==> src/rtl/sent_rx_pkg.sv <==
package sent_rx_pkg;
  localparam int NIB_W      = 4;
  localparam int DATA_NIBS  = 6;
  localparam int NIB_OFS    = 12;
  localparam int NIB_LAST   = NIB_OFS + (1 << NIB_W) - 1;
  localparam logic [3:0] CRC_SEED = 4'h5;
  localparam logic [3:0] CRC_POLY = 4'hD;  // x^4+x^3+x^2+1 without x^4 term

  typedef enum logic {ST_SEARCH, ST_CAPTURE} rx_state_e;

  // remainder of (c * x^4 + n) mod poly
  function automatic logic [3:0] crc4_step(input logic [3:0] c, input logic [3:0] n);
    logic [3:0] r;
    r = c;
    for (int b = 0; b < 4; b++) begin
      r = r[3] ? ({r[2:0], 1'b0} ^ CRC_POLY) : {r[2:0], 1'b0};
    end
    return r ^ n;
  endfunction
endpackage

==> src/rtl/sent_edge_timer.sv <==
module sent_edge_timer #(
  parameter int CNT_W = 8
) (
  input  logic             clk_i,
  input  logic             rst_ni,
  input  logic             tick_i,
  input  logic             line_i,
  output logic             per_vld_o,
  output logic [CNT_W-1:0] per_o,
  output logic             ovf_o
);
  localparam logic [CNT_W-1:0] CNT_MAX = '1;

  logic [1:0]       sync_q;
  logic             prev_q;
  logic [CNT_W-1:0] cnt_q;

  always_ff @(posedge clk_i or negedge rst_ni) begin
    if (!rst_ni) begin
      sync_q    <= 2'b11;
      prev_q    <= 1'b1;
      cnt_q     <= '0;
      per_vld_o <= 1'b0;
      per_o     <= '0;
      ovf_o     <= 1'b0;
    end else begin
      sync_q    <= {sync_q[0], line_i};
      per_vld_o <= 1'b0;
      ovf_o     <= 1'b0;
      if (tick_i) begin
        prev_q <= sync_q[1];
        if (prev_q && !sync_q[1]) begin
          per_vld_o <= 1'b1;
          per_o     <= (cnt_q == CNT_MAX) ? CNT_MAX : cnt_q + 1'b1;
          cnt_q     <= '0;
        end else if (cnt_q != CNT_MAX) begin
          cnt_q <= cnt_q + 1'b1;
          if (cnt_q == CNT_MAX - 1'b1) ovf_o <= 1'b1;
        end
      end
    end
  end
endmodule

==> src/rtl/sent_crc4.sv <==
module sent_crc4
  import sent_rx_pkg::*;
#(
  parameter int NUM = DATA_NIBS
) (
  input  logic [NUM*NIB_W-1:0] nib_i,  // first nibble in the top bits
  output logic [3:0]           crc_o
);
  always_comb begin
    logic [3:0] c;
    c = CRC_SEED;
    for (int i = 0; i < NUM; i++) begin
      c = crc4_step(c, nib_i[(NUM-1-i)*NIB_W +: NIB_W]);
    end
    crc_o = crc4_step(c, 4'h0);
  end
endmodule

==> src/rtl/sent_frame_fsm.sv <==
module sent_frame_fsm
  import sent_rx_pkg::*;
#(
  parameter int CNT_W    = 8,
  parameter int SYNC_MIN = 45,
  parameter int SYNC_MAX = 67
) (
  input  logic                       clk_i,
  input  logic                       rst_ni,
  input  logic                       per_vld_i,
  input  logic [CNT_W-1:0]           per_i,
  input  logic                       ovf_i,
  input  logic [3:0]                 crc_i,
  output logic [DATA_NIBS*NIB_W-1:0] data_nibs_o,
  output logic                       frame_valid_o,
  output logic                       crc_error_o,
  output logic                       symbol_error_o,
  output logic [3:0]                 status_o,
  output logic [11:0]                data_a_o,
  output logic [11:0]                data_b_o
);
  localparam int LAST  = DATA_NIBS + 1;  // status + data, checksum excluded
  localparam int IDX_W = $clog2(LAST + 1);
  localparam logic [CNT_W-1:0] SYNC_LO = CNT_W'(SYNC_MIN);
  localparam logic [CNT_W-1:0] SYNC_HI = CNT_W'(SYNC_MAX);
  localparam logic [CNT_W-1:0] SYM_LO  = CNT_W'(NIB_OFS);
  localparam logic [CNT_W-1:0] SYM_HI  = CNT_W'(NIB_LAST);

  rx_state_e                 state_q;
  logic [IDX_W-1:0]          idx_q;
  logic [LAST-1:0][NIB_W-1:0] nib_q;
  logic [3:0]                sym;

  assign sym = per_i[3:0] - 4'(NIB_OFS);

  for (genvar g = 0; g < DATA_NIBS; g++) begin : g_data
    assign data_nibs_o[(DATA_NIBS-g)*NIB_W-1 -: NIB_W] = nib_q[g+1];
  end

  always_ff @(posedge clk_i or negedge rst_ni) begin
    if (!rst_ni) begin
      state_q        <= ST_SEARCH;
      idx_q          <= '0;
      nib_q          <= '0;
      frame_valid_o  <= 1'b0;
      crc_error_o    <= 1'b0;
      symbol_error_o <= 1'b0;
      status_o       <= '0;
      data_a_o       <= '0;
      data_b_o       <= '0;
    end else begin
      frame_valid_o  <= 1'b0;
      crc_error_o    <= 1'b0;
      symbol_error_o <= 1'b0;
      if (ovf_i) begin
        state_q <= ST_SEARCH;
      end else if (per_vld_i) begin
        case (state_q)
          ST_SEARCH: begin
            if (per_i >= SYNC_LO && per_i <= SYNC_HI) begin
              state_q <= ST_CAPTURE;
              idx_q   <= '0;
            end
          end
          default: begin
            if (per_i < SYM_LO || per_i > SYM_HI) begin
              symbol_error_o <= 1'b1;
              state_q        <= ST_SEARCH;
            end else if (idx_q == IDX_W'(LAST)) begin
              if (sym == crc_i) begin
                frame_valid_o <= 1'b1;
                status_o      <= nib_q[0];
                data_a_o      <= data_nibs_o[DATA_NIBS*NIB_W-1 -: 12];
                data_b_o      <= data_nibs_o[11:0];
              end else begin
                crc_error_o <= 1'b1;
              end
              state_q <= ST_SEARCH;
            end else begin
              nib_q[idx_q] <= sym;
              idx_q        <= idx_q + 1'b1;
            end
          end
        endcase
      end
    end
  end
endmodule

==> src/rtl/sent_rx.sv <==
module sent_rx
  import sent_rx_pkg::*;
#(
  parameter int SYNC_TICKS = 56,
  parameter int TOL_PCT    = 20,
  parameter int CNT_W      = 8
) (
  input  logic        clk_i,
  input  logic        rst_ni,
  input  logic        tick_i,
  input  logic        sent_i,
  output logic        frame_valid_o,
  output logic        crc_error_o,
  output logic        symbol_error_o,
  output logic [3:0]  status_o,
  output logic [11:0] data_a_o,
  output logic [11:0] data_b_o
);
  localparam int SYNC_DEV = SYNC_TICKS * TOL_PCT / 100;
  localparam int SYNC_MIN = SYNC_TICKS - SYNC_DEV;
  localparam int SYNC_MAX = SYNC_TICKS + SYNC_DEV;

  logic                       per_vld;
  logic [CNT_W-1:0]           per;
  logic                       ovf;
  logic [DATA_NIBS*NIB_W-1:0] data_nibs;
  logic [3:0]                 crc_calc;

  sent_edge_timer #(.CNT_W(CNT_W)) u_timer (
    .clk_i    (clk_i),
    .rst_ni   (rst_ni),
    .tick_i   (tick_i),
    .line_i   (sent_i),
    .per_vld_o(per_vld),
    .per_o    (per),
    .ovf_o    (ovf)
  );

  sent_crc4 #(.NUM(DATA_NIBS)) u_crc (
    .nib_i(data_nibs),
    .crc_o(crc_calc)
  );

  sent_frame_fsm #(
    .CNT_W   (CNT_W),
    .SYNC_MIN(SYNC_MIN),
    .SYNC_MAX(SYNC_MAX)
  ) u_fsm (
    .clk_i         (clk_i),
    .rst_ni        (rst_ni),
    .per_vld_i     (per_vld),
    .per_i         (per),
    .ovf_i         (ovf),
    .crc_i         (crc_calc),
    .data_nibs_o   (data_nibs),
    .frame_valid_o (frame_valid_o),
    .crc_error_o   (crc_error_o),
    .symbol_error_o(symbol_error_o),
    .status_o      (status_o),
    .data_a_o      (data_a_o),
    .data_b_o      (data_b_o)
  );
endmodule

==> config.mk <==
export PLATFORM = sky130hd
export DESIGN_NAME = sent_rx
export DESIGN_NICKNAME = d
export VERILOG_FILES = /design/src/rtl/sent_rx_pkg.sv /design/src/rtl/sent_edge_timer.sv /design/src/rtl/sent_crc4.sv /design/src/rtl/sent_frame_fsm.sv /design/src/rtl/sent_rx.sv
export SDC_FILE = /design/constraint.sdc
export NUM_CORES = 1
export LEC_CHECK = 0
export BUFFER_PORTS_ARGS = -buffer_cell sky130_fd_sc_hd__buf_2
export CAP_MARGIN = 20
export CORE_MARGIN = 4
export CORE_UTILIZATION = 50
export CTS_CLUSTER_DIAMETER = 40
export CTS_CLUSTER_SIZE = 16
export DETAILED_ROUTE_END_ITERATION = 7
export PLACE_DENSITY = 0.7
export SETUP_SLACK_MARGIN = 0.3
export SYNTH_ARGS = -nofsm -noshare
export SYNTH_HDL_FRONTEND = slang
export SYNTH_SLANG_ARGS = --single-unit
==> constraint.sdc <==
create_clock -name clk_i -period 2.95 [get_ports clk_i]
set_clock_uncertainty 0.2 [all_clocks]
set_input_delay 0 -clock clk_i [delete_from_list [all_inputs] [get_ports clk_i]]
set_output_delay 0 -clock clk_i [all_outputs]
set_load 0.05 [all_outputs]
## Word level (Yosys, flattened, before mapping)

Index checks and enable logic that the tools add are counted.

| storage, ports and cells | value |
|---|---|
| input port bits | 4 |
| output and inout bits | 31 |
| register bits | 84 |
| word-level logic and storage cells | 145 |

| cells by class | value |
|---|---|
| magnitude comparators | 6 |
| equal/unequal tests | 7 |
| bitwise operators | 33 |
| $add $sub $neg | 3 |
| reduce and logical (&&, ||, !) cells | 13 |
| mux-type cells | 62 |

Operators with widths:

| kind | count |
|---|---|
| $mux W4 | 25 |
| $not A3 Y3 | 24 |
| $bwmux W28 | 1 |
| $mux W1 | 28 |
| $mux W8 | 3 |
| $xor A4 B4 Y4 | 5 |
| $eq A8 B8 Y1 const B | 2 |
| $demux W4 S3 | 1 |
| $mux W3 | 4 |
| $reduce_and A5 Y1 | 2 |
| $add A8 B1 Y8 const B | 1 |
| $ge A8 B6 Y1 const B | 1 |
| $gt A8 B5 Y1 const B | 1 |
| $le A8 B7 Y1 const B | 1 |
| $lt A8 B4 Y1 const B | 1 |
| $ne A8 B8 Y1 const B | 1 |
| $reduce_and A6 Y1 | 1 |
| $reduce_bool A2 Y1 | 3 |
| $eq A4 B4 Y1 | 1 |
| $lt A3 B4 Y1 const B | 1 |
| $ne A2 B2 Y1 const B | 2 |
| $reduce_and A2 Y1 | 2 |
| $sub A4 B4 Y4 const B | 1 |
| $add A3 B1 Y3 const B | 1 |
| other kinds (7) | 11 |

## Depth between registers and ports, before layout

| logic depth | value |
|---|---|
| depth after elaboration | 61 |
| gate-level depth with buffers | 9 |
| depth with buffers taken out | 8 |

## By module

Synthesis repeated with hierarchy kept, for this count alone.

| second synthesis, totals | value |
|---|---|
| cells, all modules | 333 |
| area, all modules | 4174.0 um^2 |

Modules (own cells, without submodules):

| module | times used | area an instance (um^2) | cells an instance | sequential area each (um^2) |
|---|---|---|---|---|
| sent_frame_fsm | 1 | 2917.8 | 212 | 1576.5 |
| sent_edge_timer | 1 | 994.7 | 96 | 529.3 |
| sent_crc4 | 1 | 261.5 | 25 | 0.0 |

## Least setup slack after synthesis

OpenSTA, ideal clock, no wires.

| timing | value |
|---|---|
| path kind | flip-flop to flip-flop |
| start point | register u_fsm.nib_q (netlist bit u_fsm.data_nibs_o[23]) |
| end point | register u_fsm.data_a_o[10] |
| period minus slack after synthesis | 3110 ps |
| path slack | -160 ps |
| required time | 2625 ps |
| cell stages (with the launch flop) | 8 |
| buffers on the path | 1 |
| arrival | 2785 ps |
| library setup time | 125 ps |
| cells stage by stage | dfrtp_1 -> xnor3_1 -> xnor2_2 -> xnor3_1 -> or3_4 -> a221oi_4 -> buf_8 -> mux2_4 |

| on the way | value |
|---|---|
| word-level cells in the longest chain between the ends | 43 |
| elaborated cells between the ends (all ways) | 54 |
| those cells by class | eq/ne (1); mux (24); bitwise (28); reduce/logical (1) |

Ends and longest elaborated chain:

| element | line | source |
|---|---|---|
| start, declared | sent_frame_fsm.sv:31 | `logic [LAST-1:0][NIB_W-1:0] nib_q;` |
| start signal, assigned by index | sent_frame_fsm.sv:80 | `nib_q[idx_q] <= sym;` |
| $mux W4 * (2 in series) | sent_rx_pkg.sv:16 | `r = r[3] ? ({r[2:0], 1'b0} ^ CRC_POLY) : {r[2:0], 1'b0};` |
| $not A3 Y3 (no source line) / $mux W4 (equally long branches) | -- |  |
| $mux W4 * | sent_rx_pkg.sv:16 |  |
| $not A3 Y3 (no source line) / $mux W4 (equally long branches) | -- |  |
| $mux W4 * | sent_rx_pkg.sv:16 |  |
| $xor A4 B4 Y4 * | sent_rx_pkg.sv:18 | `return r ^ n;` |
| $mux W4 * (2 in series) | sent_rx_pkg.sv:16 |  |
| $not A3 Y3 (no source line) / $mux W4 (equally long branches) | -- |  |
| [24 not listed] | -- |  |
| $xor A4 B4 Y4 * | sent_rx_pkg.sv:18 |  |
| $mux W4 * (2 in series) | sent_rx_pkg.sv:16 |  |
| $not A3 Y3 (no source line) / $mux W4 (equally long branches) | -- |  |
| $mux W4 * | sent_rx_pkg.sv:16 |  |
| $not A3 Y3 (no source line) | -- |  |
| $mux W4 * | sent_rx_pkg.sv:16 |  |
| $eq A4 B4 Y1 * | sent_frame_fsm.sv:70 | `if (sym == crc_i) begin` |
| $reduce_and A6 Y1 (no source line) * | -- |  |
| end signal, assigned | sent_frame_fsm.sv:73 | `data_a_o <= data_nibs_o[DATA_NIBS*NIB_W-1 -: 12];` |
| end, declared | sent_frame_fsm.sv:19 | `output logic [11:0] data_a_o,` |

Mark *: on every way between the ends. The rest lies on a longest branch, timed or not.
A chain may end at the register's enable or synchronous reset.

## Final worst setup path

| timing | value |
|---|---|
| start point | register u_fsm.nib_q (netlist bit u_fsm.data_nibs_o[18]) |
| end point | register u_fsm.status_o[0] |

| on the way | value |
|---|---|
| word-level cells in the longest chain between the ends | 37 |
| elaborated cells between the ends (all ways) | 46 |
| those cells by class | eq/ne (1); mux (20); bitwise (24); reduce/logical (1) |

Ends and longest elaborated chain:

| element | line | source |
|---|---|---|
| $xor A4 B4 Y4 * | sent_rx_pkg.sv:18 |  |
| $not A3 Y3 (no source line) | -- |  |
| $mux W4 * (2 in series) | sent_rx_pkg.sv:16 |  |
| $not A3 Y3 (no source line) / $mux W4 (equally long branches) | -- |  |
| $mux W4 * (2 in series) | sent_rx_pkg.sv:16 |  |
| $xor A4 B4 Y4 * | sent_rx_pkg.sv:18 |  |
| $mux W4 * | sent_rx_pkg.sv:16 |  |
| $not A3 Y3 (no source line) / $mux W4 (equally long branches) | -- |  |
| [18 not listed] | -- |  |
| $xor A4 B4 Y4 * | sent_rx_pkg.sv:18 |  |
| $mux W4 * | sent_rx_pkg.sv:16 |  |
| $not A3 Y3 (no source line) / $mux W4 (equally long branches) | -- |  |
| $mux W4 * | sent_rx_pkg.sv:16 |  |
| $not A3 Y3 (no source line) / $mux W4 (equally long branches) | -- |  |
| $mux W4 * (2 in series) | sent_rx_pkg.sv:16 |  |
| $eq A4 B4 Y1 * | sent_frame_fsm.sv:70 |  |
| $reduce_and A6 Y1 (no source line) * | -- |  |
| end signal, assigned | sent_frame_fsm.sv:72 | `status_o <= nib_q[0];` |
| end, declared | sent_frame_fsm.sv:18 | `output logic [3:0] status_o,` |

Marks and branches as above.

==> impl_metrics.json <==
{
  "place_worst_setup_slack_ns": -0.0494,
  "fin_worst_hold_slack_ns": 0.100,
  "maxSlewViolCount": 0,
  "pwr-share-seq": 0.509,
  "cts-root-buf": "sky130_fd_sc_hd__clkbuf_8",
  "swShare": 0.260,
  "finalSetupViolations": 0,
  "synth_largest_type_area_fraction": 0.525,
  "grt_first_pass_wirelength_um": 13000,
  "syn-cell-area_um2": 3860,
  "run_status": "completed",
  "grt_overflow_total": 0,
  "drive_above_1_share": 0.402,
  "crit_path_cells": "buf_6 > xnor2_4 > xnor2_1 > xnor3_1 > or3_4 > a221oi_4 > buf_4 > buf_16 > mux2_4",
  "route.detailed.vias_per_inst": 5.17,
  "final_critical_path_setup_slack_ns": 0.0708,
  "io_pins": 35,
  "worst_slew_pin_slew_ns": 0.535,
  "worst_setup_path_startpoint": "u_fsm.data_nibs_o[18]",
  "unrepaired_setup_endpoints_after_global_routing": "true",
  "final_util": 0.654,
  "grt_max_degree": 85,
  "synth.largest_area_cell": "sky130_fd_sc_hd__dfrtp_1",
  "cp_data_arrival_time_ns": 2.91,
  "place_congestion": 0.822,
  "max_slew_margin": 0.643,
  "synth_cell_types": 39,
  "drt-pass1-iter-count": 4,
  "clkSinkCount": 84,
  "port-buffer-count": 34,
  "wirelength_um": 7950,
  "final_layout_net_count": 382,
  "gr-usage-all-layers": 0.188,
  "crit_path_max_incr_delay_ns": 0.43,
  "setup.worst_path.class": "reg -> reg",
  "power.share.combinational": 0.127,
  "post-route-cell-area_um2": 4820,
  "vertical_die_dimension_um": 95.9,
  "clkLatencyLatePin_ns": 0.35,
  "synthToLayoutAreaGrowth_pct": 24.9,
  "cell_internal_pwr_w": 0.00181,
  "post-route-drc-count": 0,
  "power.total_w": 0.00245,
  "crit_path_end_kind": "flop",
  "diodes": 0,
  "synth_seq_area_share": 0.546,
  "number_of_drc_violations_after_detailed_routing_iteration_0": 78,
  "initial_core_util": 0.524,
  "final.period_utilization": 0.976,
  "synth_enable_flop_cells": 0,
  "source_of_the_worst_register_to_register_timing_path": "u_fsm.data_nibs_o[18]",
  "yosys-top-cells-count": "sky130_fd_sc_hd__dfrtp_1 (81), sky130_fd_sc_hd__mux2_2 (33), sky130_fd_sc_hd__mux2_4 (20), sky130_fd_sc_hd__nand2_1 (20), sky130_fd_sc_hd__xnor2_1 (20)",
  "ys_dominant_reg_cell": "sky130_fd_sc_hd__dfrtp_1",
  "cts_tree": "built",
  "floorplan.die.width_um": 95.9,
  "grt_pass1_vias": 2590,
  "syn_nets": 308,
  "std_cell_rows": 31,
  "timing.critical_path.required_ns": 2.98,
  "grt_antenna_before_repair": 0,
  "clk_transition_reported_paths_ns": 0.08,
  "yosysWarnings": 0,
  "synth.area.top_cells": "sky130_fd_sc_hd__dfrtp_1 (53%), sky130_fd_sc_hd__mux2_2 (9.6%), sky130_fd_sc_hd__mux2_4 (7.8%)",
  "drv.max_cap_violation_count": 0,
  "avgSynthCellArea_um2": 13.0,
  "post-dp-hpwl_um": 5220,
  "pwr_density_cell_nw_per_um2": 507,
  "holdCritPathClass": "in -> reg",
  "synthMostInstantiatedCell": "sky130_fd_sc_hd__dfrtp_1",
  "htreeDepth": 3,
  "drtAntennaViolNets": 0,
  "crit_buf_inv": 3,
  "wire_per_inst_um": 16.7,
  "worstHoldStart": "sent_i",
  "period_needed_ns": 2.88,
  "yosys_register_bits": 84,
  "dieArea_um2": 9190,
  "switching_power_w": 0.000636,
  "p_clk_frac": 0.364,
  "timing.final.hold_violations": 0,
  "crit_path_start_kind": "flop",
  "crit_slowest_cell": "sky130_fd_sc_hd__xnor3_1",
  "maxClockFrequency_mhz": 347,
  "max-vdd-ir-drop_uv": 341,
  "routed-via-count": 2456,
  "num-fill-cells": 568,
  "power.leakage_nw": 2.36,
  "placed_cell_area_um2": 4250,
  "worst_path_dominant_cell_family": "XOR/XNOR gates",
  "coreArea_um2": 7370,
  "postSynth.asyncResetShare": 1.00,
  "synth_cells": 297,
  "maximum_root_to_sink_buffer_count": 2,
  "critical_path.max_fanout": 7,
  "cts_made_buffers": 9
}
[worst reg2reg max path, cell delays in order (launching register included)]
cell and delay [ns]:
sky130_fd_sc_hd__dfrtp_1 0.39, sky130_fd_sc_hd__buf_6 0.14, sky130_fd_sc_hd__xnor2_4 0.12, sky130_fd_sc_hd__xnor2_1 0.17
sky130_fd_sc_hd__xnor3_1 0.43, sky130_fd_sc_hd__or3_4 0.36, sky130_fd_sc_hd__a221oi_4 0.33, sky130_fd_sc_hd__buf_4 0.20
sky130_fd_sc_hd__buf_16 0.13, sky130_fd_sc_hd__mux2_4 0.29
[power by group through the flow]
stage / Clock, W / Combinational, W / Sequential [W]
final: 0.000890 / 0.000311 / 0.00124
after global routing: 0.000961 / 0.000341 / 0.00125
after CTS: 0.000910 / 0.000285 / 0.00124
after detailed placement: 0 / 0.000278 / 0.00126
after global placement: 0 / 0.000272 / 0.00126
after floorplan: 0 / 0.000164 / 0.00124
[metrics by stage]
stage | TNS (ns) | std cells
after CTS | 0 | 466
after global routing | -0.469 | 475
after global placement | 0 | 440
after detailed placement | -0.157 | 440
final | 0 | 475
after floorplan | -0.504 | 297
[repair_timing]
action | in CTS | in global routing
endpoints found under the setup margin | 36 | 40
setup buffers | 6 | 6
pin swaps | 3 | 5
hold endpoints to repair | 95 | 24
cloned | 1 | 1
hold buffers | 3 | 1
resized for setup | 8 | 23
[routing by layer]
layer	wire length [um]	vias to the layer above	part of all wire	track usage
met1	3530	1217	0.44	0.226
li1	-	1195	-	-
met3	238	12	0.030	0.0461
met2	4070	32	0.51	0.328
met5	0	-	0	0
met4	114	0	0.014	0.0628
[registers in the layout (all words and copies together), names as in the netlist, 2 cells and up]
register           flops
u_fsm.data_a_o        12
u_fsm.data_b_o        12
u_fsm.data_nibs_o     24
u_fsm.idx_q            3
u_fsm.nib_q            4
u_fsm.status_o         4
u_timer.cnt_q          8
u_timer.per_o          8
u_timer.sync_q         2
[path summary, 6_finish.rpt]
kind                       depth (start not counted)                end  slack, ns
min in group asynchronous                          3  u_fsm.data_b_o[3]       0.44
hold / removal                                     2  u_timer.sync_q[0]       0.10
setup reg to reg                                   9  u_fsm.status_o[0]       0.07
hold reg to reg                                    0  u_timer.sync_q[1]       0.16
max in group asynchronous                          4  u_timer.sync_q[0]       1.45
setup / recovery                                   9  u_fsm.status_o[0]       0.07
[cells by family (layout without fill, tap and decap cells)]
| logic type | count (synthesis) | in the layout | share of synthesized area |
|---|---|---|---|
| flops | 84 | 84 | 0.546 |
| simple gates | 72 | 72 | 0.0918 |
| mux | 56 | 56 | 0.182 |
| compound gates | 36 | 36 | 0.0597 |
| xor+xnor | 30 | 30 | 0.0807 |
| buf+inv | 12 | 91 | 0.0175 |
| fa+ha+maj | 7 | 7 | 0.0227 |
[cell usage in the layout, fill, tap and decap left out, types with 3 or more instances in the layout]
master,netlist,layout
sky130_fd_sc_hd__and3_1,3,3
sky130_fd_sc_hd__ha_1,7,5
sky130_fd_sc_hd__xnor2_2,1,3
sky130_fd_sc_hd__clkbuf_8,0,10
sky130_fd_sc_hd__clkinv_2,0,3
sky130_fd_sc_hd__dfrtp_1,81,81
sky130_fd_sc_hd__nand4_1,4,4
sky130_fd_sc_hd__mux2_4,20,30
sky130_fd_sc_hd__mux2i_1,3,3
sky130_fd_sc_hd__buf_6,0,3
sky130_fd_sc_hd__buf_4,0,23
sky130_fd_sc_hd__o21ai_0,18,18
sky130_fd_sc_hd__mux2_2,33,23
sky130_fd_sc_hd__o31ai_1,4,4
sky130_fd_sc_hd__nand2b_1,4,4
sky130_fd_sc_hd__buf_2,0,33
sky130_fd_sc_hd__inv_1,6,5
sky130_fd_sc_hd__nor2_1,15,15
sky130_fd_sc_hd__xnor3_1,3,3
sky130_fd_sc_hd__xor2_1,6,5
sky130_fd_sc_hd__nand3_1,11,10
sky130_fd_sc_hd__xnor2_1,20,17
sky130_fd_sc_hd__a21oi_1,5,5
sky130_fd_sc_hd__nor2b_1,5,4
sky130_fd_sc_hd__dlygate4sd3_1,0,4
sky130_fd_sc_hd__dfstp_2,3,3
sky130_fd_sc_hd__nand2_1,20,20
[layout make-up]
type / instances / area, um^2 / share of cell area
clock buffer: 11 / 141 / 0.0293
clock inverter: 5 / 75.1 / 0.0156
inverter: 7 / 26.3 / 0.00545
multi-input combinational: 201 / 1820 / 0.377
sequential: 84 / 2110 / 0.437
tap: 99 / 124 / 0.0257
timing repair buffer: 68 / 532 / 0.110
No activity file was read; power rests on OpenSTA's default activity.
